==> src/rtl/alarm_irq_pkg.sv <==
package alarm_irq_pkg;
  localparam int unsigned RA_LVL = 0;
  localparam int unsigned RA_OVF = 1;
endpackage

==> src/rtl/alarm_lvl_track.sv <==
module alarm_lvl_track #(
  parameter int unsigned NUM_LVL = 6
) (
  input  logic               clk_i,
  input  logic               rst_ni,
  input  logic               srst_i,
  input  logic [NUM_LVL-1:0] lvl_i,
  output logic [NUM_LVL-1:0] st_o,
  output logic               chg_o
);
  logic [NUM_LVL-1:0] st_q;

  always_ff @(posedge clk_i or negedge rst_ni) begin
    if (!rst_ni)     st_q <= '0;
    else if (srst_i) st_q <= '0;
    else             st_q <= lvl_i;
  end

  // any bit differing from last registered copy is an edge, either direction
  assign chg_o = !srst_i && ((lvl_i ^ st_q) != '0);
  assign st_o  = st_q;
endmodule

==> src/rtl/alarm_ovf_latch.sv <==
module alarm_ovf_latch #(
  parameter int unsigned NUM_OVF = 3
) (
  input  logic               clk_i,
  input  logic               rst_ni,
  input  logic               srst_i,
  input  logic [NUM_OVF-1:0] evt_i,
  input  logic               clr_i,
  output logic [NUM_OVF-1:0] ovf_o,
  output logic               set_o
);
  logic [NUM_OVF-1:0] ovf_q;

  // new event wins over clear-on-read
  always_ff @(posedge clk_i or negedge rst_ni) begin
    if (!rst_ni)     ovf_q <= '0;
    else if (srst_i) ovf_q <= '0;
    else             ovf_q <= (clr_i ? '0 : ovf_q) | evt_i;
  end

  assign set_o = !srst_i && (evt_i != '0);
  assign ovf_o = ovf_q;

  a_r8_evt_beats_clear: assert property (@(posedge clk_i) disable iff (!rst_ni)
    (!srst_i && clr_i && evt_i != '0) |=> ((ovf_q & $past(evt_i)) == $past(evt_i)));
  a_r7_read_clears: assert property (@(posedge clk_i) disable iff (!rst_ni)
    (!srst_i && clr_i && evt_i == '0) |=> (ovf_q == '0));
endmodule

==> src/rtl/alarm_irq_gen.sv <==
module alarm_irq_gen (
  input  logic clk_i,
  input  logic rst_ni,
  input  logic srst_i,
  input  logic lvl_chg_i,
  input  logic ovf_set_i,
  input  logic rd_clr_i,
  output logic irq_o
);
  logic irq_q;

  always_ff @(posedge clk_i or negedge rst_ni) begin
    if (!rst_ni)                      irq_q <= 1'b0;
    else if (srst_i)                  irq_q <= 1'b0;
    else if (lvl_chg_i || ovf_set_i)  irq_q <= 1'b1;
    else if (rd_clr_i)                irq_q <= 1'b0;
  end

  assign irq_o = irq_q;

  a_r2_r3_change_raises: assert property (@(posedge clk_i) disable iff (!rst_ni)
    (!srst_i && lvl_chg_i) |=> irq_o);
  a_r6_ovf_raises: assert property (@(posedge clk_i) disable iff (!rst_ni)
    (!srst_i && ovf_set_i) |=> irq_o);
  a_r4_read_drops: assert property (@(posedge clk_i) disable iff (!rst_ni)
    (!srst_i && rd_clr_i && !lvl_chg_i && !ovf_set_i) |=> !irq_o);
  a_r11_quiet_hold: assert property (@(posedge clk_i) disable iff (!rst_ni)
    (!srst_i && !rd_clr_i && !lvl_chg_i && !ovf_set_i) |=> $stable(irq_o));
endmodule

==> src/rtl/alarm_rd_port.sv <==
module alarm_rd_port #(
  parameter int unsigned NUM_LVL = 6,
  parameter int unsigned NUM_OVF = 3,
  parameter int unsigned DATA_W  = 8,
  parameter int unsigned ADDR_W  = 2
) (
  input  logic               clk_i,
  input  logic               rst_ni,
  input  logic               srst_i,
  input  logic               rd_en_i,
  input  logic [ADDR_W-1:0]  rd_addr_i,
  input  logic [NUM_LVL-1:0] lvl_st_i,
  input  logic [NUM_OVF-1:0] ovf_st_i,
  output logic               stat_rd_o,
  output logic               ovf_rd_o,
  output logic [DATA_W-1:0]  rd_data_o
);
  import alarm_irq_pkg::*;

  logic              sel_lvl, sel_ovf;
  logic [DATA_W-1:0] data_d, data_q;

  assign sel_lvl   = (rd_addr_i == ADDR_W'(RA_LVL));
  assign sel_ovf   = (rd_addr_i == ADDR_W'(RA_OVF));
  assign stat_rd_o = rd_en_i && (sel_lvl || sel_ovf);
  assign ovf_rd_o  = rd_en_i && sel_ovf;

  always_comb begin
    data_d = '0;
    if (sel_lvl)      data_d[NUM_LVL-1:0] = lvl_st_i;
    else if (sel_ovf) data_d[NUM_OVF-1:0] = ovf_st_i;
  end

  always_ff @(posedge clk_i or negedge rst_ni) begin
    if (!rst_ni)      data_q <= '0;
    else if (srst_i)  data_q <= '0;
    else if (rd_en_i) data_q <= data_d;
  end

  assign rd_data_o = data_q;

  a_r12_data_holds: assert property (@(posedge clk_i) disable iff (!rst_ni)
    (!srst_i && !rd_en_i) |=> $stable(rd_data_o));
endmodule

==> src/rtl/alarm_irq_ctrl.sv <==
module alarm_irq_ctrl #(
  parameter int unsigned NUM_LVL = 6,
  parameter int unsigned NUM_OVF = 3,
  parameter int unsigned DATA_W  = 8,
  parameter int unsigned ADDR_W  = 2
) (
  input  logic               clk_i,
  input  logic               rst_ni,
  input  logic               soft_rst_i,
  input  logic [NUM_LVL-1:0] lvl_i,
  input  logic [NUM_OVF-1:0] ovf_evt_i,
  input  logic               rd_en_i,
  input  logic [ADDR_W-1:0]  rd_addr_i,
  output logic [DATA_W-1:0]  rd_data_o,
  output logic               irq_o
);
  import alarm_irq_pkg::*;

  logic [NUM_LVL-1:0] lvl_st;
  logic [NUM_OVF-1:0] ovf_st;
  logic lvl_chg, ovf_set, stat_rd, ovf_rd;

  alarm_lvl_track #(.NUM_LVL(NUM_LVL)) u_lvl (
    .clk_i(clk_i), .rst_ni(rst_ni), .srst_i(soft_rst_i),
    .lvl_i(lvl_i), .st_o(lvl_st), .chg_o(lvl_chg)
  );

  alarm_ovf_latch #(.NUM_OVF(NUM_OVF)) u_ovf (
    .clk_i(clk_i), .rst_ni(rst_ni), .srst_i(soft_rst_i),
    .evt_i(ovf_evt_i), .clr_i(ovf_rd), .ovf_o(ovf_st), .set_o(ovf_set)
  );

  alarm_rd_port #(.NUM_LVL(NUM_LVL), .NUM_OVF(NUM_OVF), .DATA_W(DATA_W), .ADDR_W(ADDR_W)) u_rd (
    .clk_i(clk_i), .rst_ni(rst_ni), .srst_i(soft_rst_i),
    .rd_en_i(rd_en_i), .rd_addr_i(rd_addr_i),
    .lvl_st_i(lvl_st), .ovf_st_i(ovf_st),
    .stat_rd_o(stat_rd), .ovf_rd_o(ovf_rd), .rd_data_o(rd_data_o)
  );

  alarm_irq_gen u_irq (
    .clk_i(clk_i), .rst_ni(rst_ni), .srst_i(soft_rst_i),
    .lvl_chg_i(lvl_chg), .ovf_set_i(ovf_set), .rd_clr_i(stat_rd), .irq_o(irq_o)
  );

  a_r9_soft_reset: assert property (@(posedge clk_i) disable iff (!rst_ni)
    soft_rst_i |=> (!irq_o && ovf_st == '0 && lvl_st == '0 && rd_data_o == '0));
  a_r5_read_keeps_levels: assert property (@(posedge clk_i) disable iff (!rst_ni)
    (!soft_rst_i && rd_en_i && rd_addr_i == ADDR_W'(RA_LVL) && lvl_i == lvl_st)
    |=> (lvl_st == $past(lvl_st)));
endmodule

==> config.mk <==
export PLATFORM = sky130hd
export DESIGN_NAME = alarm_irq_ctrl
export DESIGN_NICKNAME = d
export VERILOG_FILES = /design/src/rtl/alarm_irq_pkg.sv /design/src/rtl/alarm_lvl_track.sv /design/src/rtl/alarm_ovf_latch.sv /design/src/rtl/alarm_irq_gen.sv /design/src/rtl/alarm_rd_port.sv /design/src/rtl/alarm_irq_ctrl.sv
export SDC_FILE = /design/constraint.sdc
export NUM_CORES = 1
export LEC_CHECK = 0
export BUFFER_PORTS_ARGS = -buffer_cell sky130_fd_sc_hd__buf_2
export CAP_MARGIN = 20
export CORE_AREA = 2 2 43 45
export DETAILED_ROUTE_END_ITERATION = 8
export DIE_AREA = 0 0 45 47
export GPL_TIMING_DRIVEN = 0
export PLACE_DENSITY_LB_ADDON = 0.2
export SYNTH_ARGS = -nofsm -noshare
export SYNTH_HDL_FRONTEND = slang
export SYNTH_HIERARCHICAL = 1
export SYNTH_SLANG_ARGS = --single-unit
==> constraint.sdc <==
create_clock -name clk_i -period 1.5 [get_ports clk_i]
set_input_delay 0.075 -clock clk_i [delete_from_list [all_inputs] [get_ports clk_i]]
set_output_delay 0.075 -clock clk_i [all_outputs]
set_load 0.1 [all_outputs]
==> results of run 1 <==
## per-stage QoR
| stage | cell area, um2 | power [mW] | utilization |
|---|---|---|---|
| after floorplan | 744 | 0.585 | - |
| after global placement | 866 | 0.636 | 0.524 |
| after global routing | 912 | 0.964 | 0.552 |
| final | 912 | 0.918 | 0.552 |
| after CTS | 912 | 0.928 | 0.552 |
| after detailed placement | 866 | 0.638 | 0.524 |
## worst register-to-register path: cells and delay by family (launching register included)
family	cells	cell delay, ns
simple gates	2	0.43
flops	1	0.41
compound gates	2	0.20
xor+xnor	1	0.17
## Yosys cell counts, drive strengths merged
master,n
buf,2
xnor2,2
a21oi,7
xor2,4
nor2b,7
o2bb2ai,3
nor4,1
mux2i,3
nor2,2
and2,1
a31oi,2
nand4bb,3
nand2b,7
clkbuf,1
conb,1
or3b,1
inv,3
dfrtp,16
## flip-flops by register name, indices dropped and copies added, names as in the netlist
name and cells:
u_irq/irq_o 1, u_ovf/ovf_o 3, u_lvl/st_o 6, u_rd/rd_data_o 6
## path summary, 6_finish.rpt
check	from	endpoint	slack (ns)	depth (start not counted)
min in group asynchronous	rst_ni	u_ovf/ovf_o[0]$_DFF_PN0_	0.21	2
min	lvl_i[2]	u_lvl/st_o[2]$_DFF_PN0_	0.03	2
min reg2reg	u_rd/rd_data_o[1]$_DFFE_PN0P_	u_rd/rd_data_o[1]$_DFFE_PN0P_	0.50	1
max reg2reg	u_lvl/st_o[3]$_DFF_PN0_	u_irq/irq_o$_DFFE_PN0P_	0.19	5
max in group asynchronous	rst_ni	u_rd/rd_data_o[1]$_DFFE_PN0P_	1.03	2
max	u_lvl/st_o[3]$_DFF_PN0_	u_irq/irq_o$_DFFE_PN0P_	0.19	5
## what timing repair did
action,CTS,global route
hold buffers,1,0
endpoints found under the hold margin,16,0
resized for setup,0,0
## power breakdown
group / internal, mW / total [mW] / switching, mW / leakage (nW)
clock network: 0.148 / 0.288 / 0.140 / 0.0210
registers: 0.450 / 0.462 / 0.0119 / 0.210
logic: 0.0531 / 0.168 / 0.115 / 0.228
total: 0.652 / 0.918 / 0.267 / 0.459
## logic make-up (layout without fill, tap and decap cells)
family,count (synthesis),in the layout
AND/OR/NAND/NOR,22,22
buffers and inverters,6,31
multiplexers,3,3
AO/OA/AOI/OAI,12,12
other,1,2
flip-flops,16,16
XOR/XNOR,6,6
## layout make-up
type,count,area share
tap,17,0.0233
inverter,3,0.0123
timing repair buffer,21,0.121
buffer,3,0.0206
clock buffer,4,0.0398
multi-input combinational,45,0.344
sequential,16,0.439
## layer usage
layer | part of all wire | vias to the layer above | global-route usage
met5 | 0 | - | 0
met4 | 0.020 | 0 | 0.0882
met3 | 0.063 | 2 | 0.0231
met2 | 0.46 | 20 | 0.254
met1 | 0.46 | 258 | 0.202
li1 | - | 272 | -
==> metrics.txt, run 1 <==
worst path cell trace=xor2_1, nor4_1, a31oi_1, nor2_1, a21oi_1; Worst Hold Class=in2reg; crit path max fanout=2; root buffer cell=clkbuf_4; Post-Synth Adder-Cell Area=0; gr usage total=0.157; fmax=0.763 GHz; fraction of layout cells with a size suffix above 1=0.283; most frequent cells in the layout=buf_2 (20), dfrtp_1 (16), nand2b_1 (7), a21oi_1 (7), nor2b_1 (7); crit-path leading delay family=simple AND/OR/NAND/NOR gates; clk_skew=0.00307 ns; first-pass GRT wire length=2310 um; max-cap violations=0; row count=15; Clock transition at path regs=0.09 ns; clk buf depth=2; crit path kind=reg2reg; drt pass-1 iters=6; initial antenna violation count=0; synth warn=6; Leak=0.459 nW; fillers=170; final-report max-slew violation count=0; Worst Path Buf+Inv=0; final cell count without fillers=109; maximum vdd ir drop=590 uV; WHS=0.0251 ns; CP Capture Type=flop; post-synthesis sequential element count=16; Worst-Skew Late Latency=0.29 ns; vias after detailed routing=552; wire per inst=12.6 um; Via density=5.06; total congestion overflow=0; Mapped Area=741 um2; core area=1650 um2; status=finished, final reports clean; CTS buffer count=3; drt drc=0; period utilization=0.874; GP Congestion=0.704; setup slack after layout=0.189 ns; mux cell area share after synthesis=0.0405; Nets=108; simple-gate area share of the yosys netlist=0.203; Detailed Route Iter0 Violations=7; final WL=1380 um; Die Span Y=47 um; Seq/Total Area, Yosys=0.541; IO Pins=24; most common cell after layout, fill and taps aside=buf_2; diodes inserted=0; Starting Density=0.448; largest family of logic cells by synthesized area=simple AND/OR/NAND/NOR gates; Critical Path RT=1.68 ns; crit start category=flop; setup tns final=0 ns; Synth top area share=0.541; placed cells=104; register area=400 um2; compound-cell area share of the yosys netlist=0.0997; min cycle time layout=1.31 ns; CTS tree=done; Yosys cell types=18; slowest CP cell=dfrtp_1; Synth-to-Final Area Change=23.1%; largest cells by area after synthesis=dfrtp_1 (54%), nand2b_1 (5.9%), nor2b_1 (5.9%); Cells after Synth=66; CTS sink count=16; Die Area=2120 um2; detailed placement HPWL=1010 um; Post-Synth XOR/XNOR Area=0.0709; largest net degree at the start of global routing=18; unrepaired setup endpoints after global routing=false; post-CTS setup buffers=0; final hold vios=0; vias in the first global route=538; power per cell area=1010 nW/um2; H-Tree Depth=1; multi-input logic area=314 um2; IO Port Bufs=20; syn avg cell area=11.2 um2; final setup fails=0; CP max stage delay=0.41 ns; WP data arrival=1.49 ns; Die W=45 um; Final ANT Viol Nets=0; pre-CTS setup slack=0.173 ns; Yosys top cell by area=dfrtp_1
Note: power is estimated with default switching activity, not from simulation.
==> run 2: changes to the inputs <==
- SETUP_SLACK_MARGIN: not set -> 0.4
==> run 2 against run 1 <==
  * Maximum frequency up 6.8%
  * Design area up 2.5%
  * Highest routed layer unchanged
  * Sequential share of layout area fell by 0.12 points
  * Global-route usage fell by 2.1 points
  * Utilization increased by 1.4 points
  * Total power down 5.1%
  * Register-to-register slack improved by 0.08 ns
  * Hold slack better by 0.014 ns
  * First-iteration DRC count is 43% lower
  * Non-clock buffer count stayed put
  * Die area unchanged
  * Largest power group unchanged
  * Clock power down 19%
==> metrics.txt, run 2 (synthesis results as in run 1) <==
status=finished, final reports clean (unchanged); power per cell area=932 nW/um2 (was 1010 nW/um2); Nets=108 (unchanged); initial antenna violation count=0 (unchanged); setup tns final=0 ns (unchanged); internal power=611 uW (was 652 uW); vias after detailed routing=552 (unchanged); IO Port Bufs=20 (unchanged); first-pass GRT wire length=2010 um (was 2310 um); root buffer cell=clkbuf_4 (unchanged); unrepaired setup endpoints after global routing=true (was false); fmax=0.814 GHz (was 0.763 GHz); Die W=45 um (unchanged); pre-CTS setup slack=0.218 ns (was 0.173 ns); Clock transition at path regs=0.09 ns (about the same); most frequent cells in the layout=buf_2 (13), buf_4 (9), dfrtp_1 (9) (was buf_2 (20), dfrtp_1 (16), nand2b_1 (7), a21oi_1 (7), nor2b_1 (7)); clock power share=0.268 (was 0.314); detailed placement HPWL=949 um (was 1010 um); Detailed Route Iter0 Violations=4 (was 7); final WL=1350 um (was 1380 um); crit start category=flop (unchanged); diodes inserted=0 (unchanged); final-report max-slew violation count=0 (unchanged); crit path kind=reg2reg (unchanged); final hold vios=0 (unchanged); CTS sink count=16 (unchanged); IO Pins=24 (unchanged); Die Area=2120 um2 (unchanged); Synth-to-Final Area Change=26.2% (was 23.1%); Psw=260 uW (was 267 uW); Worst Hold Class=in2reg (unchanged); period utilization=0.819 (was 0.874); CP Capture Type=flop (unchanged); crit path max fanout=2 (unchanged); Final ANT Viol Nets=0 (unchanged); GP Congestion=0.691 (was 0.704); clk buf depth=2 (unchanged); maximum vdd ir drop=475 uV (was 590 uV); fraction of layout cells with a size suffix above 1=0.359 (was 0.283); wire per inst=12.4 um (was 12.6 um); largest net degree at the start of global routing=18 (unchanged); switching share of power=0.298 (was 0.290); fin util=0.566 (was 0.552); WP data arrival=1.39 ns (was 1.49 ns); Final Cell Area=935 um2 (was 912 um2); Starting Density=0.448 (unchanged); most common cell after layout, fill and taps aside=buf_2 (unchanged); Die Span Y=47 um (unchanged); post-place instance area=875 um2 (was 866 um2); H-Tree Depth=1 (unchanged); clk_skew=0.000818 ns (was 0.00307 ns); row count=15 (unchanged); core area=1650 um2 (unchanged); Worst-Skew Late Latency=0.28 ns (was 0.29 ns); Seq pwr share=0.532 (was 0.503); vias in the first global route=473 (was 538); gr usage total=0.136 (was 0.157); post-CTS setup buffers=0 (unchanged); Critical Path RT=1.66 ns (was 1.68 ns); Leak=0.443 nW (was 0.459 nW); final setup fails=0 (unchanged); total congestion overflow=0 (unchanged); max-cap violations=0 (unchanged); drt pass-1 iters=4 (was 6); setup slack after layout=0.272 ns (was 0.189 ns); Via density=5.06 (unchanged); CTS buffer count=3 (unchanged); WHS=0.0392 ns (was 0.0251 ns); min cycle time layout=1.23 ns (was 1.31 ns); Logic pwr share=0.201 (was 0.183); drt drc=0 (unchanged); CTS tree=done (unchanged)
## run 2: cell count changes in the layout (fill, tap and decap cells not counted)
| cell | before | now |
|---|---|---|
| nor4_1 | 1 | 0 |
| buf_4 | 2 | 9 |
| buf_2 | 20 | 13 |
| dfrtp_1 | 16 | 9 |
| clkbuf_1 | 1 | 2 |
| nor4_2 | 0 | 1 |
| clkbuf_8 | 1 | 0 |
| dfrtp_2 | 0 | 7 |
## run 2: per-layer routing
layer / routed length, um / up-vias / track usage
met1: 620 / 263 / 0.178
met5: 0 / - / 0
met2: 649 / 16 / 0.217
met4: 12 / 0 / 0.0706
li1: - / 271 / -
met3: 69 / 2 / 0.0231
## run 2: metrics by stage
stage / std cells / power [mW]
after floorplan: 67 / 0.586
after global placement: 104 / 0.637
after detailed placement: 104 / 0.639
after CTS: 109 / 0.884
after global routing: 109 / 0.916
final: 109 / 0.871
## run 2: area by class of cell
cell class | count | area, um2
buffer | 3 | 18.8
multi-input combinational | 45 | 320
clock buffer | 4 | 26.3
timing repair buffer | 21 | 128
fill | 147 | 717
inverter | 3 | 11.3
sequential | 16 | 409
tap | 17 | 21.3
## run 2: timing repair
action	CTS	global route
hold buffers	1	0
endpoints found under the hold margin	16	0
gates cloned	0	0
gates resized for setup	8	0
endpoints found under the setup margin	8	1
pin swaps	2	0
## run 2: final timing paths
path / cells after the start / endpoint / startpoint / slack (ns)
min in group asynchronous: 2 / u_lvl/st_o[5]$_DFF_PN0_ / rst_ni / 0.22
min: 3 / u_ovf/ovf_o[2]$_DFF_PN0_ / ovf_evt_i[2] / 0.04
min reg2reg: 1 / u_rd/rd_data_o[2]$_DFFE_PN0P_ / u_rd/rd_data_o[2]$_DFFE_PN0P_ / 0.50
max reg2reg: 5 / u_irq/irq_o$_DFFE_PN0P_ / u_lvl/st_o[1]$_DFF_PN0_ / 0.27
max: 5 / u_irq/irq_o$_DFFE_PN0P_ / u_lvl/st_o[1]$_DFF_PN0_ / 0.27
max in group asynchronous: 2 / u_rd/rd_data_o[1]$_DFFE_PN0P_ / rst_ni / 1.00
## run 2: critical path: stages, from the launching register on
cell     delay, ns
dfrtp_1       0.40
xor2_1        0.15
nor4_2        0.29
a31oi_1       0.11
nor2_1        0.09
a21oi_1       0.06
## run 2: power by group through the flow
stage / registers [mW] / clock network [mW] / logic (mW)
after floorplan: 0.511 / 0 / 0.0754
after global placement: 0.471 / 0 / 0.167
after detailed placement: 0.471 / 0 / 0.167
after CTS: 0.463 / 0.244 / 0.176
after global routing: 0.465 / 0.264 / 0.187
final: 0.463 / 0.233 / 0.175
